**src/rtl/dmaf_pkg.sv**
```systemverilog
// Shared types for the DMA burst command fragmenter.
// Assumes nothing beyond a two-bit state encoding.
package dmaf_pkg;

    typedef enum logic [1:0] {
        ST_IDLE = 2'd0,
        ST_RUN  = 2'd1,
        ST_DONE = 2'd2
    } dmaf_state_e;

endpackage

```
**src/rtl/dmaf_chunk.sv**
```systemverilog
// Chunk sizer: picks the length of the next command as the smaller of the
// bytes left in the current run and the room up to the next burst boundary.
// Assumes BURST_BYTES is a power of two.
module dmaf_chunk #(
    parameter int BURST_BYTES = 64,
    parameter int REM_W       = 32,
    localparam int OFF_W      = $clog2(BURST_BYTES),
    localparam int LEN_W      = OFF_W + 1
) (
    input  logic [OFF_W-1:0] addr_off,
    input  logic [REM_W-1:0] remaining,
    output logic [LEN_W-1:0] len
);

    logic [LEN_W-1:0] room;

    // Room left before the next burst boundary.
    assign room = LEN_W'(BURST_BYTES) - LEN_W'(addr_off);

    // Clip the run remainder to the room.
    always_comb begin
        if (remaining < REM_W'(room)) begin
            len = LEN_W'(remaining);
        end else begin
            len = room;
        end
    end

endmodule

```
**src/rtl/dmaf_row_walker.sv**
```systemverilog
// Row walker: holds the current address, the bytes left in the current row
// run and the rows still to go. Advances by one chunk per command handshake
// and steps the row base by the pitch at the end of each row.
// Assumes load and fire are never high together.
module dmaf_row_walker #(
    parameter int ADDR_W = 32,
    parameter int CNT_W  = 16,
    parameter int LEN_W  = 7,
    localparam int REM_W = 2 * CNT_W
) (
    input  logic              clk,
    input  logic              rst_n,
    input  logic              load,
    input  logic [ADDR_W-1:0] ld_addr,
    input  logic [REM_W-1:0]  ld_row_len,
    input  logic [CNT_W-1:0]  ld_rows,
    input  logic [CNT_W-1:0]  ld_pitch,
    input  logic              fire,
    input  logic [LEN_W-1:0]  len,
    output logic [ADDR_W-1:0] cur_addr,
    output logic [REM_W-1:0]  remaining,
    output logic              last_cmd
);

    logic [ADDR_W-1:0] row_base;
    logic [REM_W-1:0]  row_len_q;
    logic [CNT_W-1:0]  rows_left;
    logic [CNT_W-1:0]  pitch_q;
    logic [ADDR_W-1:0] next_base;
    logic              row_end;

    // Start address of the following row.
    assign next_base = row_base + ADDR_W'(pitch_q);
    // This chunk closes the current row.
    assign row_end   = (remaining == REM_W'(len));
    // This chunk closes the whole request.
    assign last_cmd  = row_end && (rows_left == CNT_W'(1));

    // Load a new request, or advance by one chunk on each handshake.
    always_ff @(posedge clk) begin
        if (!rst_n) begin
            row_base  <= '0;
            cur_addr  <= '0;
            remaining <= '0;
            row_len_q <= '0;
            rows_left <= '0;
            pitch_q   <= '0;
        end else if (load) begin
            row_base  <= ld_addr;
            cur_addr  <= ld_addr;
            remaining <= ld_row_len;
            row_len_q <= ld_row_len;
            rows_left <= ld_rows;
            pitch_q   <= ld_pitch;
        end else if (fire) begin
            if (row_end) begin
                rows_left <= rows_left - CNT_W'(1);
                if (!last_cmd) begin
                    row_base  <= next_base;
                    cur_addr  <= next_base;
                    remaining <= row_len_q;
                end else begin
                    remaining <= '0;
                end
            end else begin
                cur_addr  <= cur_addr + ADDR_W'(len);
                remaining <= remaining - REM_W'(len);
            end
        end
    end

    // a handshake that does not close the request leaves bytes to send.
    p_more_after_mid_r5: assert property (@(posedge clk) disable iff (!rst_n)
        fire && !last_cmd |=> remaining != '0);

    // a new row starts exactly one pitch after the previous row start.
    p_row_step_r5: assert property (@(posedge clk) disable iff (!rst_n)
        fire && row_end && !last_cmd |=> cur_addr == $past(row_base) + ADDR_W'(pitch_q));

endmodule

```
**src/rtl/dmaf_pacer.sv**
```systemverilog
// Read pacer: after each handshake on the read side, holds off the next
// command for a programmed number of idle cycles. Cleared at each new
// request so that the first command is never delayed.
module dmaf_pacer #(
    parameter int RATE_W = 8
) (
    input  logic              clk,
    input  logic              rst_n,
    input  logic              clear,
    input  logic              fire,
    input  logic              enable,
    input  logic [RATE_W-1:0] gap,
    output logic              ok
);

    logic [RATE_W-1:0] wait_cnt;

    // The pacer permits a command only once the wait has run out.
    assign ok = (wait_cnt == '0);

    // Load the gap after a paced handshake, then count it down.
    always_ff @(posedge clk) begin
        if (!rst_n) begin
            wait_cnt <= '0;
        end else if (clear) begin
            wait_cnt <= '0;
        end else if (fire && enable) begin
            wait_cnt <= gap;
        end else if (wait_cnt != '0) begin
            wait_cnt <= wait_cnt - RATE_W'(1);
        end
    end

    // a paced handshake with a non-zero gap blocks the next cycle.
    p_hold_off_r6: assert property (@(posedge clk) disable iff (!rst_n)
        fire && enable && !clear && gap != '0 |=> !ok);

endmodule

```
**src/rtl/dma_cmd_slicer.sv**
```systemverilog
// DMA burst command fragmenter top level. Accepts one request at a time,
// merges adjacent rows into a single run when the pitch equals the row
// length, and issues burst-bounded commands with optional read pacing.
// Assumes BURST_BYTES is a power of two and fits in LEN_W bits.
module dma_cmd_slicer #(
    parameter int ADDR_W      = 32,
    parameter int CNT_W       = 16,
    parameter int BURST_BYTES = 64,
    parameter int RATE_W      = 8,
    localparam int OFF_W      = $clog2(BURST_BYTES),
    localparam int LEN_W      = OFF_W + 1,
    localparam int REM_W      = 2 * CNT_W
) (
    input  logic              clk,
    input  logic              rst_n,
    input  logic              req_valid,
    output logic              req_ready,
    input  logic [CNT_W-1:0]  req_row_bytes,
    input  logic [CNT_W-1:0]  req_rows,
    input  logic [CNT_W-1:0]  req_pitch,
    input  logic [ADDR_W-1:0] req_addr,
    input  logic              req_is_read,
    input  logic [RATE_W-1:0] req_gap,
    output logic              cmd_valid,
    input  logic              cmd_ready,
    output logic [ADDR_W-1:0] cmd_addr,
    output logic [LEN_W-1:0]  cmd_len,
    output logic              done
);

    import dmaf_pkg::*;

    dmaf_state_e       state;
    logic              rd_q;
    logic [RATE_W-1:0] gap_q;
    logic              start;
    logic              empty_req;
    logic              contig;
    logic              load;
    logic              cmd_fire;
    logic              pace_ok;
    logic              last_cmd;
    logic [REM_W-1:0]  ld_row_len;
    logic [CNT_W-1:0]  ld_rows;
    logic [REM_W-1:0]  remaining;

    // Handshake and request classification.
    assign req_ready = (state == ST_IDLE);
    assign start     = req_valid && req_ready;
    assign empty_req = (req_row_bytes == '0) || (req_rows == '0);
    assign contig    = (req_pitch == req_row_bytes);
    assign load      = start && !empty_req;
    assign cmd_valid = (state == ST_RUN) && pace_ok;
    assign cmd_fire  = cmd_valid && cmd_ready;
    assign done      = (state == ST_DONE);

    // Shape of the run: one merged row, or one run per row.
    assign ld_row_len = contig ? REM_W'(req_row_bytes) * REM_W'(req_rows)
                               : REM_W'(req_row_bytes);
    assign ld_rows    = contig ? CNT_W'(1) : req_rows;

    // Request sequencing: idle, issuing, completion pulse.
    always_ff @(posedge clk) begin
        if (!rst_n) begin
            state <= ST_IDLE;
        end else begin
            case (state)
                ST_IDLE: if (start) state <= empty_req ? ST_DONE : ST_RUN;
                ST_RUN:  if (cmd_fire && last_cmd) state <= ST_DONE;
                default: state <= ST_IDLE;
            endcase
        end
    end

    // Capture the side and the gap with the request.
    always_ff @(posedge clk) begin
        if (!rst_n) begin
            rd_q  <= 1'b0;
            gap_q <= '0;
        end else if (start) begin
            rd_q  <= req_is_read;
            gap_q <= req_gap;
        end
    end

    dmaf_row_walker #(
        .ADDR_W (ADDR_W),
        .CNT_W  (CNT_W),
        .LEN_W  (LEN_W)
    ) u_walk (
        .clk        (clk),
        .rst_n      (rst_n),
        .load       (load),
        .ld_addr    (req_addr),
        .ld_row_len (ld_row_len),
        .ld_rows    (ld_rows),
        .ld_pitch   (req_pitch),
        .fire       (cmd_fire),
        .len        (cmd_len),
        .cur_addr   (cmd_addr),
        .remaining  (remaining),
        .last_cmd   (last_cmd)
    );

    dmaf_chunk #(
        .BURST_BYTES (BURST_BYTES),
        .REM_W       (REM_W)
    ) u_chunk (
        .addr_off  (cmd_addr[OFF_W-1:0]),
        .remaining (remaining),
        .len       (cmd_len)
    );

    dmaf_pacer #(
        .RATE_W (RATE_W)
    ) u_pace (
        .clk    (clk),
        .rst_n  (rst_n),
        .clear  (start),
        .fire   (cmd_fire),
        .enable (rd_q),
        .gap    (gap_q),
        .ok     (pace_ok)
    );

    // command length stays within one burst and is never empty.
    p_len_bound_r2: assert property (@(posedge clk) disable iff (!rst_n)
        cmd_valid |-> cmd_len != '0 && cmd_len <= LEN_W'(BURST_BYTES));

    // no command crosses a burst-aligned boundary.
    p_no_cross_r2: assert property (@(posedge clk) disable iff (!rst_n)
        cmd_valid |-> ((LEN_W+1)'(cmd_addr[OFF_W-1:0]) + (LEN_W+1)'(cmd_len))
                      <= (LEN_W+1)'(BURST_BYTES));

    // write commands follow each other without idle cycles.
    p_write_b2b_r7: assert property (@(posedge clk) disable iff (!rst_n)
        cmd_fire && !rd_q && !last_cmd |=> cmd_valid);

    // a non-empty request presents its first command next cycle.
    p_first_next_r8: assert property (@(posedge clk) disable iff (!rst_n)
        start && !empty_req |=> cmd_valid);

    // an empty request completes next cycle with no command.
    p_empty_done_r9: assert property (@(posedge clk) disable iff (!rst_n)
        start && empty_req |=> done && !cmd_valid);

    // completion is a single-cycle pulse followed by idle.
    p_done_pulse_r10: assert property (@(posedge clk) disable iff (!rst_n)
        done |=> !done && req_ready);

    // nothing is issued while the block is idle.
    p_idle_quiet_r10: assert property (@(posedge clk) disable iff (!rst_n)
        req_ready |-> !cmd_valid && !done);

    // a stalled command holds its address and length.
    p_hold_r11: assert property (@(posedge clk) disable iff (!rst_n)
        cmd_valid && !cmd_ready |=> cmd_valid && $stable(cmd_addr) && $stable(cmd_len));

endmodule

```
**config.mk**
```make
export PLATFORM = sky130hd
export DESIGN_NAME = dma_cmd_slicer
export DESIGN_NICKNAME = d
export VERILOG_FILES = /design/src/rtl/dmaf_pkg.sv /design/src/rtl/dmaf_chunk.sv /design/src/rtl/dmaf_row_walker.sv /design/src/rtl/dmaf_pacer.sv /design/src/rtl/dma_cmd_slicer.sv
export SDC_FILE = /design/constraint.sdc
export NUM_CORES = 1
export LEC_CHECK = 0
export BUFFER_PORTS_ARGS = -buffer_cell sky130_fd_sc_hd__buf_2
export CORE_ASPECT_RATIO = 0.75
export CORE_UTILIZATION = 41
export CTS_CLUSTER_DIAMETER = 80
export DETAILED_ROUTE_END_ITERATION = 8
export PLACE_DENSITY = 0.69
export SYNTH_ARGS = -nofsm -noshare
export SYNTH_HDL_FRONTEND = slang
export SYNTH_HIERARCHICAL = 1
export SYNTH_SLANG_ARGS = --single-unit
```
**constraint.sdc**
```tcl
create_clock -name clk -period 13.6 [get_ports clk]
set_input_delay 2.72 -clock clk [delete_from_list [all_inputs] [get_ports clk]]
set_output_delay 2.72 -clock clk [all_outputs]
set_load 0.01 [all_outputs]
```
After elaboration in Yosys (flattened, before gate mapping)
Cells that the tools add are included.

storage, ports and cells
  bits in registers = 179
  input bits = 93
  output and inout port bits = 42
  word-level logic and storage cells = 73

operators by class
  $add $sub $neg = 6
  $mul = 1
  order comparisons = 1
  equality and inequality tests = 9
  mux-type cells = 23
  bitwise gates (word level) = 1
  reduce and logical (&&, ||, !) cells = 22

operators with widths
  cell                   count
  $mux 32                12
  $mux 16                4
  $add 32x16->32         1
  $add 32x7->32          1
  $eq 32x7->1            1
  $logic_not 16->1       2
  $lt 32x7->1            1
  $mul 16x16->32         1
  $sub 32x7->32          1
  $eq 16x1->1 const B    1
  $eq 16x16->1           1
  $mux 8                 2
  $sub 16x1->16 const B  1
  $logic_not 8->1        1
  $reduce_bool 8->1      1
  $sub 8x1->8 const B    1
  $logic_and 1x1->1      7
  $mux 7                 1
  $sub 7x6->7 const A    1
  $mux 2                 3
  $reduce_and 2->1       3
  $reduce_bool 2->1      3
  $ne 2x1->1 const B     2
  $pmux 2 s2             1
  10 further kinds       10

Longest topological paths before layout
  depth after elaboration = 9
  mapped depth = 27
  mapped depth without buffers = 25

Modules after synthesis
The synthesis kept the hierarchy.

modules (own cells, without submodules)
  module           instances  cells each  area each (um2)  seq. area each (um2)
  dmaf_row_walker  1          1258        9867.0           3203.1
  dma_cmd_slicer   1          1167        9706.8           220.2
  dmaf_pacer       1          51          434.2            160.2
  dmaf_chunk       1          49          380.4            0.0

Worst setup path after synthesis
OpenSTA, ideal clock, no wires.

  kind = in2reg
  start = input port req_row_bytes[10]
  end = register u_walk.remaining[24]
  library setup time = 122 ps
  arrival time = 8286 ps
  required time = 13478 ps
  setup slack = 5192 ps
  stages on the path = 24
  buffers on the path = 2
  cells stage by stage = clkbuf_1 -> clkbuf_1 -> nand2_1 -> fa_1 -> fa_1 -> fa_1 -> inv_1 -> fa_1 -> fa_1 -> inv_1 -> fa_1 -> inv_1 -> ha_1 -> a21oi_1 -> o21bai_1 -> a221oi_1 -> a2111oi_2 -> nor2_1 -> xor2_1 -> nor2_1 -> nand2_1 -> nand2_1 -> a21oi_1 -> a31oi_1

between the ends
  elaborated cells between the ends (all ways) = 9
  those cells by class = mul (1); eq/ne (1); mux (2); reduce/logical (5)

RTL lines
  item                                            line                                        RTL
  from (decl)                                     dma_cmd_slicer.sv:18                        input logic [CNT_W-1:0] req_row_bytes,
  $mul 16x16->32 or $eq 16x16->1 (tied branches)  dma_cmd_slicer.sv:58, dma_cmd_slicer.sv:51
  $mux 32 *                                       dma_cmd_slicer.sv:58                        assign ld_row_len = contig ? REM_W'(req_row_bytes) * REM_W'(req_rows)
  via ld_row_len[24]                              dma_cmd_slicer.sv:43                        logic [REM_W-1:0] ld_row_len;
  $mux 32 *                                       dmaf_row_walker.sv:48                       end else if (load) begin
  to (signal assigned)                            dmaf_row_walker.sv:51                       remaining <= ld_row_len;
  to (signal assigned)                            dmaf_row_walker.sv:61                       remaining <= row_len_q;
  to (signal assigned)                            dmaf_row_walker.sv:67                       remaining <= remaining - REM_W'(len);
  to (decl)                                       dmaf_row_walker.sv:21                       output logic [REM_W-1:0] remaining,

The timed path passes the listed nets; every way through them passes the cells marked *.
A chain may end at the register's enable or synchronous reset.

Worst setup path after layout
  start = input port req_row_bytes[5]
  end = register u_walk.remaining[24]

Same word-level chain as after synthesis.

==> results.txt <==
Critical Path, Cell by Cell: buf_2, and2_1, fa_1, inv_1, fa_1, fa_1, fa_1, inv_1, fa_1, inv_1, fa_1, inv_1, ha_1, nand2_1, o21ai_0, a221oi_1, a2111oi_2, nor2_1, xor2_1, nor2_1, nand2_1, nand2_1, a21oi_1, a31oi_1
RSZ-0062 raised after global routing: false
arrival time at the worst endpoint: 8.94 ns
drc violations: 0
Placement Rows: 70
vias in the first global route: 18300
FMAX: 117 MHz
commonest cells in the netlist: nand2_1 (318), inv_1 (269), fa_1 (197), dfxtp_1 (179), nor2_1 (170)
worst hold path type: reg2reg
Synth Instances: 2525
most numerous cell in the Yosys netlist: nand2_1
flops & latches, synth: 179
Vias/cell: 5.75
Final GP Congestion: 0.932
Ports: 135
critical path's slowest cell: fa_1
Die W: 259 µm
critical path class: in2reg
CP Buf/Inv Count: 5
Syn Nets: 2960
largest net degree at the start of global routing: 81
Clock Pin Slew Worst Setup and Hold Paths: 0.07 ns
Placement Setup Slack: 4.67 ns
die footprint: 0.0506 mm²
FF/Latch Area: 0.00358 mm²
Skew-Pair Late Insertion Delay: 0.45 ns
WL final: 61500 µm
GRT Overall Usage: 24.6%
initial antenna violation count: 2
antenna viol nets, final: 0
multi-input logic area: 0.0152 mm²
Power Dens Cells: 210 mW/mm²
Max stage delay on crit path: 0.56 ns
CTS H-tree lvls: 4
Seq/Total Area, Yosys: 17.6%
# diodes: 0
first-pass GRT wire length: 99100 µm
Lkg Pwr: 0.00963 µW
ys async rst share: 0%
Critical Path Fanout Max: 19
Final min period: 8.56 ns
Synth top area share: 19.3%
clk_skew: 0.0143 ns
Setup-failing EPs final: 0
worst vdd ir: 0.287 mV
setup_tns: 0 ns
worst-margin pin slew: 1.12 ns
Area Overhead vs Synth: 7.39%
layout cells sized above 1: 8.98%
Post CTS Setup Buffer Count: 0
post-CTS sizing: 0
die height: 195 µm
max-slew violations: 0
Crit. End Element: register
Netlist Area Pre-Place: 0.0204 mm²
clock sink count: 179
CP dominant cell by count: fa_1
CTS Buf Count: 17
largest cells by area after synthesis: fa_1 (19%), dfxtp_1 (18%), ha_1 (8.9%), nand2_1 (5.9%), inv_1 (5.0%)
outcome: complete, no violations
cts hold-fix bufs: 0
deepest clock path buffer count: 2
first drt pass iteration count: 6
final worst setup slack: 5.04 ns
fin nets: 2982
gr ovfl total: 0
Avg Cell Area, Syn: 8.07 µm²
kind of cell adding the most delay to the critical path: adder cells
max_slew headroom: 24.9%
Port Buffer Count: 134
FILL cells: 4883
CTS tree: built
Synth cell types: 83
Starting Density: 41.7%
Avg WL per Cell: 19.2 µm
Ys Warns: 6
DRT iter0 DRCs: 1939
Post-Layout Cell Count: 3208
Yosys top cell by area: fa_1
via count: 18500
hpwl dp: 46200 µm
Worst EP required: 13.98 ns
Clock Tree Root: clkbuf_16
number of flops mapped to enable cells by yosys: 0
crit start category: primary input
area of the core: 0.0489 mm²
Hold Violations, Final: 0
Synth Flop Type: dfxtp_1
max cap viols: 0
period utilisation layout: 62.9%
dpl cells: 3176
==> final timing paths <==
path,start,to,slack [ns],cells after the start
worst max-delay path,req_row_bytes[5],u_walk/remaining[24]$_SDFFE_PN0P_,5.04,24
worst min-delay path,gap_q[7]$_SDFFE_PN0P_,gap_q[7]$_SDFFE_PN0P_,0.47,2
worst max register to register,u_walk/cur_addr[0]$_SDFFE_PN0P_,u_walk/row_base[18]$_SDFFE_PN0P_,6.91,18
worst min register to register,gap_q[7]$_SDFFE_PN0P_,gap_q[7]$_SDFFE_PN0P_,0.47,2
==> flip-flops by register name, summed over array words and instances (netlist names) <==
| name | cells |
|---|---|
| rd_q | 1 |
| u_walk/row_base | 32 |
| u_walk/cur_addr | 32 |
| u_pace/wait_cnt | 8 |
| u_walk/row_len_q | 32 |
| u_walk/pitch_q | 16 |
| u_walk/rows_left | 16 |
| u_walk/remaining | 32 |
| state | 2 |
| gap_q | 8 |
==> metrics by stage <==
step / hold slack, ns / power, µW / cell area (µm²) / utilization [%]
after floorplan: 0.430 / 3310 / 20400 / -
after global placement: 0.445 / 4020 / 21300 / 43.7
after detailed placement: 0.451 / 4060 / 21300 / 43.7
after CTS: 0.460 / 4560 / 21900 / 44.8
after global routing: 0.480 / 5060 / 21900 / 44.8
final: 0.465 / 4600 / 21900 / 44.8
==> cell families (layout without fill, tap and decap cells) <==
family | count (synthesis) | count (layout) | synth area share (%)
xor+xnor | 126 | 126 | 5.41
compound gates | 483 | 483 | 15.1
simple gates | 908 | 908 | 22.0
fa+ha+maj | 342 | 342 | 28.2
flops | 179 | 179 | 17.6
mux | 69 | 69 | 3.53
buf+inv | 418 | 453 | 8.15
==> layout by cell type (no fill, tap or decap), types with 7 or more instances in the layout <==
| cell | count |
|---|---|
| a211oi_1 | 25 |
| a21boi_0 | 15 |
| a21o_1 | 17 |
| a21oi_1 | 160 |
| a221oi_1 | 8 |
| a22oi_1 | 8 |
| a31oi_1 | 28 |
| and2_1 | 126 |
| and3_1 | 20 |
| buf_2 | 134 |
| buf_4 | 14 |
| clkbuf_16 | 17 |
| dfxtp_1 | 179 |
| fa_1 | 197 |
| ha_1 | 145 |
| inv_1 | 269 |
| mux2_2 | 16 |
| mux2i_1 | 51 |
| nand2_1 | 318 |
| nand2b_1 | 13 |
| nand3_1 | 63 |
| nand3b_1 | 8 |
| nand4_1 | 33 |
| nor2_1 | 169 |
| nor2b_1 | 26 |
| nor3_1 | 46 |
| nor4_1 | 23 |
| o211ai_1 | 24 |
| o21a_1 | 16 |
| o21ai_0 | 93 |
| o21ai_1 | 7 |
| o21bai_1 | 11 |
| o221ai_1 | 8 |
| or3_1 | 18 |
| xnor2_1 | 81 |
| xor2_1 | 45 |
==> power by group <==
group	switching, µW	total [µW]	internal [µW]
Combinational	2140	3490	1350
Sequential	64.8	642	578
Clock	222	472	250
==> cell type report <==
type	instances	share of cell area [%]
Multi-Input combinational cell	1928	69.2
Sequential cell	179	16.4
Inverter	273	4.69
Tap cell	648	3.70
Timing Repair Buffer	148	3.54
Clock buffer	23	2.18
Clock inverter	9	0.326
==> worst register-to-register path: stages (launching register included) <==
cell and delay [ns]:
dfxtp_1 0.45, inv_1 0.12, ha_1 0.25, xor2_1 0.16, ha_1 0.33, a211oi_1 0.23, a21oi_1 0.09, a2111o_1 0.57
mux2i_1 0.47, inv_1 0.09, ha_1 0.38, nand4bb_1 0.21, or4_1 0.57, nor4_4 0.76, buf_4 0.42, nand3_1 0.75
nor3_1 0.45, xnor2_1 0.16, a21oi_1 0.08
==> layer usage <==
metal	wire length [µm]	up-vias	GRT usage (%)
li1	-	8542	-
met1	28400	9077	35.2
met2	27500	737	38.6
met3	4490	90	3.95
met4	1120	4	5.69
met5	19	-	0
Power figures use the tool's default switching activity.
